--- src/rtl/pb_trk_pkg.sv ---
`timescale 1ns/1ps
package pb_trk_pkg;

    localparam int PB_SHIFT_W   = 2;
    localparam int PB_MAX_SHIFT = 2;

    typedef enum logic [2:0] {
        ENC_U8    = 3'd0,
        ENC_ULAW  = 3'd1,
        ENC_S16LE = 3'd2,
        ENC_ALAW  = 3'd3,
        ENC_RSV4  = 3'd4,
        ENC_ADPCM = 3'd5,
        ENC_S16BE = 3'd6,
        ENC_RSV7  = 3'd7
    } pb_enc_e;

    typedef struct packed {
        logic                  clk_src;
        logic [2:0]            rate_idx;
        logic                  stereo;
        pb_enc_e               enc;
        logic [PB_SHIFT_W-1:0] shift;
        logic                  valid;
    } pb_fmt_t;

endpackage

--- src/rtl/pb_fmt_decode.sv ---
`timescale 1ns/1ps
module pb_fmt_decode
    import pb_trk_pkg::*;
#(
    parameter logic [7:0] SRC0_BAD_RATES = 8'b0011_0000
) (
    input  logic [7:0] fmt_byte,
    input  logic       ext_mode,
    output pb_fmt_t    info
);

    logic rate_ok;
    logic enc_ok;

    always_comb begin
        info          = '0;
        info.clk_src  = fmt_byte[0];
        info.rate_idx = fmt_byte[3:1];
        info.stereo   = fmt_byte[4];
        info.enc      = ext_mode ? pb_enc_e'(fmt_byte[7:5])
                                 : pb_enc_e'({1'b0, fmt_byte[6:5]});

        rate_ok = fmt_byte[0] | ~SRC0_BAD_RATES[fmt_byte[3:1]];

        enc_ok = 1'b1;
        unique case (info.enc)
            ENC_U8, ENC_ULAW, ENC_ALAW:
                info.shift = info.stereo ? PB_SHIFT_W'(1) : PB_SHIFT_W'(0);
            ENC_S16LE, ENC_S16BE:
                info.shift = info.stereo ? PB_SHIFT_W'(2) : PB_SHIFT_W'(1);
            default: begin
                info.shift = '0;
                enc_ok     = 1'b0;
            end
        endcase

        info.valid = rate_ok & enc_ok;
    end

endmodule

--- src/rtl/pb_byte_counter.sv ---
`timescale 1ns/1ps
module pb_byte_counter
    import pb_trk_pkg::*;
#(
    parameter int CNT_W = 16
) (
    input  logic                  clk,
    input  logic                  rst_n,
    input  logic                  play_en,
    input  logic                  irq_en,
    input  logic                  fmt_ok,
    input  logic [PB_SHIFT_W-1:0] shift,
    input  logic [CNT_W-1:0]      base_count,
    input  logic                  xfer_valid,
    output logic                  dma_req,
    output logic                  hit
);

    localparam int TERM_W = CNT_W + PB_MAX_SHIFT;

    typedef struct packed {
        logic              running;
        logic              hold;
        logic [TERM_W-1:0] cnt;
    } cnt_state_t;

    cnt_state_t        st_d, st_q;
    logic [TERM_W-1:0] term;
    logic [TERM_W-1:0] cnt_inc;

    always_comb begin
        st_d    = st_q;
        hit     = 1'b0;
        term    = TERM_W'(base_count) << shift;
        cnt_inc = st_q.cnt + TERM_W'(1);

        if (!play_en) begin
            st_d.running = 1'b0;
            st_d.hold    = 1'b0;
        end else if (!st_q.running) begin
            st_d.running = 1'b1;
            st_d.hold    = 1'b0;
            st_d.cnt     = '0;
        end else begin
            st_d.hold = 1'b0;
            if (xfer_valid && irq_en) begin
                if (term != '0 && cnt_inc == term) begin
                    hit       = 1'b1;
                    st_d.cnt  = '0;
                    st_d.hold = 1'b1;
                end else begin
                    st_d.cnt = cnt_inc;
                end
            end
        end

        dma_req = st_q.running & fmt_ok & ~st_q.hold;
    end

    always_ff @(posedge clk or negedge rst_n) begin
        if (!rst_n) st_q <= '0;
        else        st_q <= st_d;
    end

endmodule

--- src/rtl/pb_irq_flags.sv ---
`timescale 1ns/1ps
module pb_irq_flags (
    input  logic clk,
    input  logic rst_n,
    input  logic hit,
    input  logic irq_clr,
    output logic status_int,
    output logic pb_int
);

    typedef struct packed {
        logic status;
        logic pb;
    } flag_state_t;

    flag_state_t fl_d, fl_q;

    always_comb begin
        fl_d = fl_q;
        if (irq_clr) fl_d = '0;
        if (hit) begin
            fl_d.status = 1'b1;
            fl_d.pb     = 1'b1;
        end
        status_int = fl_q.status;
        pb_int     = fl_q.pb;
    end

    always_ff @(posedge clk or negedge rst_n) begin
        if (!rst_n) fl_q <= '0;
        else        fl_q <= fl_d;
    end

endmodule

--- src/rtl/pb_dma_tracker.sv ---
`timescale 1ns/1ps
module pb_dma_tracker
    import pb_trk_pkg::*;
#(
    parameter int CNT_W = 16
) (
    input  logic                  clk,
    input  logic                  rst_n,
    input  logic [7:0]            fmt_byte,
    input  logic                  ext_mode,
    input  logic [CNT_W-1:0]      base_count,
    input  logic                  play_en,
    input  logic                  irq_en,
    input  logic                  xfer_valid,
    input  logic                  irq_clr,
    output logic                  dma_req,
    output logic                  irq,
    output logic                  status_int,
    output logic                  pb_int,
    output logic                  fmt_ok,
    output logic [PB_SHIFT_W-1:0] shift,
    output logic                  stereo,
    output logic                  clk_src,
    output logic [2:0]            rate_idx
);

    pb_fmt_t info;
    logic    hit;

    pb_fmt_decode u_dec (
        .fmt_byte (fmt_byte),
        .ext_mode (ext_mode),
        .info     (info)
    );

    pb_byte_counter #(.CNT_W(CNT_W)) u_cnt (
        .clk        (clk),
        .rst_n      (rst_n),
        .play_en    (play_en),
        .irq_en     (irq_en),
        .fmt_ok     (info.valid),
        .shift      (info.shift),
        .base_count (base_count),
        .xfer_valid (xfer_valid),
        .dma_req    (dma_req),
        .hit        (hit)
    );

    pb_irq_flags u_flags (
        .clk        (clk),
        .rst_n      (rst_n),
        .hit        (hit),
        .irq_clr    (irq_clr),
        .status_int (status_int),
        .pb_int     (pb_int)
    );

    assign irq      = status_int;
    assign fmt_ok   = info.valid;
    assign shift    = info.shift;
    assign stereo   = info.stereo;
    assign clk_src  = info.clk_src;
    assign rate_idx = info.rate_idx;

endmodule

--- config.mk ---
export PLATFORM = sky130hd
export DESIGN_NAME = pb_dma_tracker
export DESIGN_NICKNAME = d
export VERILOG_FILES = /design/src/rtl/pb_trk_pkg.sv /design/src/rtl/pb_fmt_decode.sv /design/src/rtl/pb_byte_counter.sv /design/src/rtl/pb_irq_flags.sv /design/src/rtl/pb_dma_tracker.sv
export SDC_FILE = /design/constraint.sdc
export NUM_CORES = 1
export LEC_CHECK = 0
export BUFFER_PORTS_ARGS = -buffer_cell sky130_fd_sc_hd__clkbuf_2
export CAP_MARGIN = 20
export CORE_MARGIN = 5
export CORE_UTILIZATION = 35
export CTS_CLUSTER_SIZE = 12
export DETAILED_ROUTE_END_ITERATION = 10
export HOLD_SLACK_MARGIN = 0.15
export MAX_ROUTING_LAYER = met4
export PLACE_DENSITY_LB_ADDON = 0.3
export SLEW_MARGIN = 10
export SYNTH_ARGS = -nofsm -noshare
export SYNTH_HDL_FRONTEND = slang
export SYNTH_SLANG_ARGS = --single-unit
--- constraint.sdc ---
create_clock -name clk -period 4.1 [get_ports clk]
set_input_delay 0.41 -clock clk [delete_from_list [all_inputs] [get_ports clk]]
set_output_delay 0.41 -clock clk [all_outputs]
set_load 0.03 [all_outputs]
# Yosys cells after proc, flatten, opt, wreduce, memory -nomap -nowiden
# Memory sizes are Yosys's and may differ from the RTL's.
# Index checks and enable logic that the tools add are counted.
# op_classes
reduce_logical	9
bitwise_logic	6
addsub	1
mux	16
eq_ne	6
n_lt_le_gt_ge	1
shift	1
# op_table
operator	count
19-bit 2-to-1 mux	2
18-bit by 1-bit adder with 18-bit output, second input constant	1
18-bit equality test	1
18-bit 2-to-1 mux	1
18-bit nonzero test	1
16-bit by 2-bit << shifter with 18-bit output	1
2-bit 2-to-1 mux	4
1-bit 2-to-1 mux	7
3-bit by 2-bit equality test with 1-bit output, second input constant	2
5-bit OR reduction	1
3-bit by 4-bit < comparator with 1-bit output, second input constant	1
2-bit case mux with 2 select lines	1
1-bit bitwise AND	3
3-bit by 1-bit equality test with 1-bit output, second input constant	1
3-bit equality test, second input constant	1
3-bit zero test	1
3-bit 2-to-1 mux	1
3-bit OR reduction	1
1-bit logical AND	2
2-bit != test, second input constant	1
1-bit NOT	2
2-bit AND reduction	1
2-bit nonzero test	1
2-bit OR reduction	1
1-bit OR	1
# totals
input_bits	31
reg_bits	22
romBits	8
out_inout_bits	12
memories	1
# memory_table
memory	words	word_bits	read_ports	rd_ports_with_merged_regs	wr	line_no	text
(no name shown)	8	1	1	0	0	pb_fmt_decode.sv:23	rate_ok = fmt_byte[0] | ~SRC0_BAD_RATES[fmt_byte[3:1]];

# Logic depth before layout (Yosys ltp)
# Gate-level depths: netlist of run 1.
# depth
depth_word	12
mapped_depth	13
mapped_depth_nobuf	10

# Cells and area by module
# A second synthesis of run 1 with hierarchy kept.
# unflattened
cells_unflattened	281
hier_area_um2	2341.0
# modules_own_cells
mod	seq_area_each_um2	instances	cells_each	area_each_um2
pb_byte_counter	500.5	1	261	2189.6
pb_fmt_decode	0.0	1	15	100.1
pb_irq_flags	25.0	1	4	43.8
pb_dma_tracker	0.0	1	1	7.5

# Worst setup path before layout of run 1
# OpenSTA, ideal clock, no wires.
# synth_path
path_type	input to register
start	in fmt_byte[5]
end	reg u_cnt.st_q[8] (netlist name)
t_arrival_ns	2.792
stages	11
path_slack_ns	1.182
setup_time_ns	0.126
cell_sequence	nand2b_1 buf_6 mux2_4 a211oi_2 xnor3_1 or2_1 a2111oi_2 and4b_2 buf_6 nor3_1 a221o_1
# synth_via
elab_chain_len	10
elab_cells_between_ends	16
cone_classes	eq/ne: 5; shift: 1; mux: 5; reduce/logical: 5
# synth_rtl
item	line_no	text
from (decl)	pb_dma_tracker.sv:9	input logic [7:0] fmt_byte,
3-bit 2-to-1 mux *	pb_fmt_decode.sv:20	info.enc = ext_mode ? pb_enc_e'(fmt_byte[7:5])
3-bit by 1-bit equality test with 1-bit output, or another cell as far along	pb_fmt_decode.sv:26	unique case (info.enc)
3-bit OR reduction / 2-bit OR reduction (equally long branches)	pb_fmt_decode.sv:26	
2-bit case mux with 2 select lines *	pb_fmt_decode.sv:26	
16-bit by 2-bit << shifter with 18-bit output *	pb_byte_counter.sv:34	term = TERM_W'(base_count) << shift;
18-bit equality test / 18-bit nonzero test (equally long branches)	pb_byte_counter.sv:47	if (term != '0 && cnt_inc == term) begin
1-bit logical AND *	pb_byte_counter.sv:47	
18-bit 2-to-1 mux *	pb_byte_counter.sv:47	
19-bit 2-to-1 mux *	pb_byte_counter.sv:46	if (xfer_valid && irq_en) begin
19-bit 2-to-1 mux *	pb_byte_counter.sv:40	end else if (!st_q.running) begin
to (signal assigned)	pb_byte_counter.sv:62	else st_q <= st_d;
to (decl)	pb_byte_counter.sv:27	cnt_state_t st_d, st_q;
# Mark *: on every way between the ends. The rest lies on a longest branch, timed or not. The select of a mux whose other input is x is not followed.
# A chain may end at the register's enable or synchronous reset.

# Worst setup path after layout of run 1
# layout_path
start	reg u_cnt.st_q[0] (netlist name)
end	reg u_cnt.st_q[3] (netlist name)
# layout_via
elab_chain_len	6
# layout_rtl
item	line_no	text
18-bit by 1-bit adder with 18-bit output *	pb_byte_counter.sv:35	cnt_inc = st_q.cnt + TERM_W'(1);
18-bit equality test	pb_byte_counter.sv:47	
1-bit logical AND	pb_byte_counter.sv:47	
18-bit 2-to-1 mux *	pb_byte_counter.sv:47	
19-bit 2-to-1 mux *	pb_byte_counter.sv:46	
19-bit 2-to-1 mux *	pb_byte_counter.sv:40	
# Marks and branches as above.

==> results of run 1 <==
## area by class of cell
cell class,instances,area (um2)
repair buffers,50,278
clock inverters,1,5.00
clock buffers,3,41.3
inverters,13,48.8
flip-flops and latches,21,526
well taps,99,124
multi-input cells,270,1840
fillers,762,4390
## registers in the layout, summed over array words and instances, names as in the netlist
signal              flops
u_flags.status_int      1
u_cnt.st_q             20
## kinds of logic after synthesis
kind of cell | after synthesis | share of synthesized area (%)
AO/OA/AOI/OAI | 78 | 23.6
XOR/XNOR | 28 | 10.5
adder cells (fa/ha/maj) | 1 | 0.480
buffers and inverters | 47 | 9.23
flip-flops | 21 | 20.2
multiplexers | 12 | 5.57
AND/OR/NAND/NOR | 151 | 30.5
## metrics by stage
| stage | hold WS [ns] | power [W] | instance area, um2 |
|---|---|---|---|
| final | 0.298 | 0.000550 | 2860 |
| after global routing | 0.293 | 0.000582 | 2860 |
| after CTS | 0.295 | 0.000553 | 2860 |
| after detailed placement | 0.423 | 0.000411 | 2810 |
| after global placement | 0.420 | 0.000411 | 2810 |
| after floorplan | 0.114 | 0.000357 | 2600 |
## per-layer routing
| metal | up-vias | global-route usage, % | part of all wire, % |
|---|---|---|---|
| li1 | 1293 | - | - |
| met1 | 1266 | 23.9 | 48 |
| met2 | 87 | 25.5 | 45 |
| met3 | 12 | 1.88 | 5.8 |
| met4 | 0 | 4.03 | 1.7 |
| met5 | - | - | 0 |
## how the worst min path moves through the flow
stage	startpoint	endpoint	slack [ns]	depth (start not counted)
floorplan	rst_n	u_cnt.st_q[0]	0.11	0
CTS	play_en	u_cnt.st_q[19]	0.29	1
global route	play_en	u_cnt.st_q[19]	0.29	1
global placement	rst_n	u_flags.status_int	0.42	1
detailed placement	rst_n	u_flags.status_int	0.42	1
finish	play_en	u_cnt.st_q[19]	0.30	1
## power by group through the flow
stage	Combinational [W]	Clock [W]	Sequential (W)
final	0.000196	0.000142	0.000212
after global routing	0.000216	0.000154	0.000213
after CTS	0.000196	0.000145	0.000212
after detailed placement	0.000195	0	0.000216
after global placement	0.000195	0	0.000216
after floorplan	0.000143	0	0.000214
## repair_timing
| action | CTS | global route |
|---|---|---|
| gates resized for setup | 0 | 0 |
| hold buffers | 1 | 0 |
| hold endpoints to repair | 21 | 0 |
## placed cells by master (no fill, tap or decap), types with 3 or more instances in the layout
master                     count
sky130_fd_sc_hd__clkbuf_2     40
sky130_fd_sc_hd__nor2_1       37
sky130_fd_sc_hd__nand2_1      28
sky130_fd_sc_hd__xnor2_1      21
sky130_fd_sc_hd__dfrtp_1      21
sky130_fd_sc_hd__nand3_1      14
sky130_fd_sc_hd__nor3_1       14
sky130_fd_sc_hd__inv_1        13
sky130_fd_sc_hd__o31ai_1      13
sky130_fd_sc_hd__nand4_1      11
sky130_fd_sc_hd__buf_4         9
sky130_fd_sc_hd__nor3b_1       8
sky130_fd_sc_hd__a21oi_1       7
sky130_fd_sc_hd__or3b_2        7
sky130_fd_sc_hd__a31oi_1       7
sky130_fd_sc_hd__mux2i_1       7
sky130_fd_sc_hd__nor4_1        7
sky130_fd_sc_hd__a221o_1       6
sky130_fd_sc_hd__o21ai_0       5
sky130_fd_sc_hd__xor2_1        5
sky130_fd_sc_hd__a211oi_1      5
sky130_fd_sc_hd__or3_1         4
sky130_fd_sc_hd__o221a_2       4
sky130_fd_sc_hd__a21o_1        4
sky130_fd_sc_hd__a22o_1        4
sky130_fd_sc_hd__nand2b_1      3
sky130_fd_sc_hd__and2_1        3
sky130_fd_sc_hd__o221ai_1      3
sky130_fd_sc_hd__o22ai_1       3
sky130_fd_sc_hd__clkbuf_8      3
==> flow_summary.yaml, run 1 <==
status:
  status: "finished clean"
drt:
  num_vias: 2658
  remaining_drc_errors: 0
  post_drt_wl_per_cell_um: 16.2
  firstDrtPassIters: 5
  postRouteWirelength_um: 7380
  initialDrtViolationCount: 166
  final_antenna_net_count: 0
  route.detailed.vias_per_inst: 5.82
cts:
  clockBufferDepth: 2
  cell_chosen_for_the_clock_root: "sky130_fd_sc_hd__clkbuf_8"
  clk-insertion-delay-late_ns: 0.27
  numCtsBuffers: 3
  clock_sinks: 21
  htree_num_levels: 1
  clock_tree_from_tritoncts: "done"
  clk_pin_slew_ns: 0.08
  postCtsSetupBuffers: 0
worst_setup_path:
  setup.worst_path.start_class: "register"
  crit_start: "u_cnt.st_q[0]"
  path_max_fanout: 20
  slowest_stage_delay_cp_ns: 0.51
  rrSetupSlack_ns: 0.69
  worst_r2r_startpoint: "u_cnt.st_q[0]"
  reg2regPathDepth: 11
  cpLargestDelayFamily: "simple AND/OR/NAND/NOR gates"
  timing.critical_path.to_type: "register"
  worstPathArrival_ns: 3.56
  setup.worst_path.end: "u_cnt.st_q[3]"
  critical_path.reg2reg.endpoint: "u_cnt.st_q[3]"
  critical_path_depth: 11
  timing.critical_path.slowest_stage_cell: "sky130_fd_sc_hd__dfrtp_1"
  critical_path.cell_chain: "ha_1 > nand2_1 > nor3_1 > nand3_1 > xnor3_1 > or2_1 > a2111oi_2 > and4b_2 > buf_4 > nor3b_1 > a221o_1"
  cp.required_ns: 4.25
  critPathBufInv: 1
  critical_path_class: "reg2reg"
power:
  p_per_area_mw_per_mm2: 192
  pwr-share-clk_pct: 25.7
  p_comb_share_pct: 35.7
  pwr-share-seq_pct: 38.6
  power_report.internal_total_w: 0.000356
  switching_power_w: 0.000194
  vdd_drop_max_mv: 0.107
  switching_portion_of_total_power_pct: 35.3
  pleak_nw: 1.16
timing:
  max_freq_mhz: 293
  final.period_utilization_pct: 83.1
  fin_tns_setup_ns: 0
  max_slew.worst_pin.slew_ns: 0.689
  timing_max_transition_violations_final: 0
  finalSetupViolCount: 0
  timing.max_slew.rel_slack_pct: 54.0
  final_period_minus_worst_setup_slack_ns: 3.41
  slack_of_the_critical_path_ns: 0.691
  grt_setup_unrepaired: "false"
  timing_hold_violations_final: 0
  finClkSkew_ns: 0.00629
run:
  max_cap_viol_count: 0
worst_hold_path:
  hold_class: "in2reg"
floorplan:
  std_cell_core_area_mm2: 0.00725
  std_cell_rows: 31
  die_w_um: 96.3
  ioPinCount: 43
  area_enclosed_by_the_die_boundary_mm2: 0.00926
  initial_core_util_pct: 35.9
  die_height_um: 96.3
placement:
  dpl_worst_slack_ns: 0.582
  port_buffers: 40
  detailedPlacementHpwl_um: 5650
  globalplace.congestion: 0.898
  post-place-cells: 452
logic_synthesis:
  ys.warnings.count: 0
  post_synth_inst_count: 338
  synth.top_cell.area_share_pct: 20.2
  post_synth_instance_area_mm2: 0.00260
  ys.flop_type: "sky130_fd_sc_hd__dfrtp_1"
  postSynthNetCount: 370
  netlist-cell-type-count: 61
  postSynthRegisterBits: 21
  synthMostInstantiatedCell: "sky130_fd_sc_hd__nor2_1"
  synth_seq_area_share_pct: 20.2
  synth.top_cells.by_count: "sky130_fd_sc_hd__nor2_1 (37), sky130_fd_sc_hd__nand2_1 (28), sky130_fd_sc_hd__dfrtp_1 (21), sky130_fd_sc_hd__xnor2_1 (21)"
  synth-async-reset-ratio_pct: 100
  synth_enable_flop_cells: 0
  synth_top_cell_by_area: "sky130_fd_sc_hd__dfrtp_1"
  synth_area_leaders: "sky130_fd_sc_hd__dfrtp_1 (20%), sky130_fd_sc_hd__xnor2_1 (7.1%), sky130_fd_sc_hd__nor2_1 (5.3%)"
  syn_area_per_cell_um2: 7.70
global_routing:
  grt_pass1_vias: 2387
  global_route_wire_length_before_repair_um: 12000
  overflow: 0
  grt_util_overall_pct: 16.8
  grt_start_max_net_pins: 24
  initial_antenna_violation_count: 0
cells_and_area:
  final_nets: 391
  drive_above_1_share_pct: 21.2
  synthToLayoutAreaGrowth_pct: 9.95
  final_util_pct: 39.5
  antenna_cells_inserted: 0
  final-instance-count-excl-fill: 457
(Power assumes the default switching activity.)
==> run 2: changes to the inputs <==
Clock period 4.1 ns to 2.89 ns, I/O delays scaled along.
==> run 2 against run 1 <==
Effect of this change: fmax up 19%; final cell count up 17%; utilization up 9.9 points; sequential share of layout area down 3.7 points; register-to-register slack worse by 0.68 ns; count of clock-buffer cells in the layout unchanged; clock skew down 0.0040 ns; largest cell class unchanged; non-clock buffer count up 78; highest routed layer unchanged; combinational power up 82%; power up 56%.
==> flow_summary.yaml, run 2 (synthesis gave the netlist of run 1 again) <==
worst_hold_path:
  hold_class: "in2reg"
  worst_hold_path.endpoint: "u_cnt.st_q[19]"
  timing.hold.worst.start: "play_en"
  worst_hold_path.num_cells: 1
drt:
  post_drt_wl_per_cell_um: 15.1
  num_vias: 2967
  remaining_drc_errors: 0
  final_antenna_net_count: 0
  firstDrtPassIters: 5
  route.detailed.vias_per_inst: 5.55
  postRouteWirelength_um: 8100
  initialDrtViolationCount: 147
power:
  p_per_area_mw_per_mm2: 240
  vdd_drop_max_mv: 0.143
  total_power_after_layout_w: 0.000861
  pleak_nw: 1.61
placement:
  port_buffers: 40
  globalplace.congestion: 0.907
  post-place-cells: 528
  detailedPlacementHpwl_um: 6470
floorplan:
  die_w_um: 96.3
  die_height_um: 96.3
  area_enclosed_by_the_die_boundary_mm2: 0.00926
  ioPinCount: 43
  std_cell_core_area_mm2: 0.00725
  std_cell_rows: 31
  initial_core_util_pct: 35.9
cells_and_area:
  largest_register_ffs: 20
  synthToLayoutAreaGrowth_pct: 37.6
  final_nets: 469
  most_frequent_standard_cell_in_the_layout_excluding_fill_and_tap_cells: "sky130_fd_sc_hd__buf_4"
  final-instance-count-excl-fill: 535
  mostFrequentLayoutCells: "sky130_fd_sc_hd__buf_4 (83), sky130_fd_sc_hd__clkbuf_2 (40), sky130_fd_sc_hd__nor2_1 (37)"
  drive_above_1_share_pct: 39.0
  regMostFlops: "u_cnt.st_q"
  antenna_cells_inserted: 0
  fillerInstances: 709
  seqCellArea_um2: 527
  multi_input_comb_area_mm2: 0.00195
cts:
  htree_num_levels: 1
  cell_chosen_for_the_clock_root: "sky130_fd_sc_hd__clkbuf_8"
  clk-insertion-delay-late_ns: 0.27
  clock_tree_from_tritoncts: "done"
  numCtsBuffers: 3
  clk_pin_slew_ns: 0.08
  clockBufferDepth: 2
  clock_sinks: 21
worst_setup_path:
  critical_path.reg2reg.endpoint: "u_cnt.st_q[3]"
  worst_r2r_startpoint: "u_cnt.st_q[6]"
  rrSetupSlack_ns: 0.02
  cp.required_ns: 3.05
  worstPathArrival_ns: 3.03
  critical_path_class: "reg2reg"
  path_max_fanout: 8
  reg2regPathDepth: 11
  timing.critical_path.to_type: "register"
  setup.worst_path.start_class: "register"
global_routing:
  grt_pass1_vias: 2837
  grt_start_max_net_pins: 22
  overflow: 0
  global_route_wire_length_before_repair_um: 13300
  grt_util_overall_pct: 18.5
  initial_antenna_violation_count: 0
timing:
  fin_hold_ws_ns: 0.170
  timing.max_slew.rel_slack_pct: 63.3
  timing_max_transition_violations_final: 0
  timing_hold_violations_final: 0
  finClkSkew_ns: 0.00230
  fin_tns_setup_ns: 0
  max_slew.worst_pin.slew_ns: 0.551
  final_period_minus_worst_setup_slack_ns: 2.87
  grt_setup_unrepaired: "true"
  max_freq_mhz: 348
  final.period_utilization_pct: 99.5
  finalSetupViolCount: 0
run:
  max_cap_viol_count: 0
status:
  status: "finished clean"
[run 2: routing by layer]
metal | vias to the layer above | part of all wire, % | GRT usage (%) | wire length [um]
met3 | 8 | 6.3 | 2.27 | 514
met2 | 101 | 46 | 30.3 | 3720
met5 | - | 0 | - | 0
met1 | 1404 | 47 | 24.7 | 3790
met4 | 0 | 0.96 | 3.55 | 78
li1 | 1454 | - | - | -
[run 2: worst max path at each step]
stage | startpoint | to | slack, ns | cells after the start
2_1_floorplan | u_cnt.st_q[3] | u_cnt.st_q[8] | 0.05 | 12
3_3_place_gp | fmt_byte[6] | u_cnt.st_q[3] | -0.20 | 12
3_5_place_dp | fmt_byte[6] | u_cnt.st_q[3] | -0.28 | 12
4_1_cts | u_cnt.st_q[6] | u_cnt.st_q[3] | 0.0008 | 11
5_1_grt | u_cnt.st_q[1] | u_cnt.st_q[3] | -0.06 | 12
6_report | u_cnt.st_q[6] | u_cnt.st_q[3] | 0.02 | 11
[run 2: cell type report]
cell class	instances	share of cell area [%]
clock buffer	3	1.15
clock inverter	1	0.140
inverter	13	1.36
multi-input combinational	270	54.3
sequential	21	14.7
tap	99	3.46
timing repair buffer	128	24.9
[run 2: power by group]
group	total (W)	leakage, nW	internal [W]	switching [W]
clock	0.000204	0.0255	0.0000966	0.000108
sequential	0.000300	0.289	0.000296	0.00000390
combinational	0.000356	1.29	0.000170	0.000186
total	0.000861	1.61	0.000563	0.000298
[run 2: critical path, stage by stage (launching register included)]
cell and delay, ns:
sky130_fd_sc_hd__dfrtp_1 0.36, sky130_fd_sc_hd__nand4_1 0.10, sky130_fd_sc_hd__buf_4 0.17, sky130_fd_sc_hd__or4_4 0.51, sky130_fd_sc_hd__xor2_2 0.18, sky130_fd_sc_hd__xnor2_2 0.18, sky130_fd_sc_hd__nand4_1 0.14, sky130_fd_sc_hd__a2111oi_2 0.27
sky130_fd_sc_hd__and4b_2 0.31, sky130_fd_sc_hd__nor2_2 0.06, sky130_fd_sc_hd__buf_6 0.13, sky130_fd_sc_hd__a221o_1 0.34
[run 2: stage by stage]
stage / utilization, % / worst slack [ns] / cell area (um2)
3_3_place_gp: 46.7 / -0.202 / 3390
2_1_floorplan: - / 0.0510 / 2600
3_5_place_dp: 46.7 / -0.282 / 3390
5_1_grt: 49.4 / -0.0617 / 3580
6_report: 49.4 / 0.0158 / 3580
4_1_cts: 48.2 / 0.000835 / 3500
[run 2: timing repair]
| item | CTS | global route |
|---|---|---|
| buffers inserted | 2 | 0 |
| gates resized for setup | 8 | 16 |
| hold buffers | 1 | 0 |
| pin swaps | 4 | 5 |
| hold endpoints to repair | 21 | 0 |
| setup endpoints to repair | 17 | 13 |
| gates cloned | 0 | 0 |
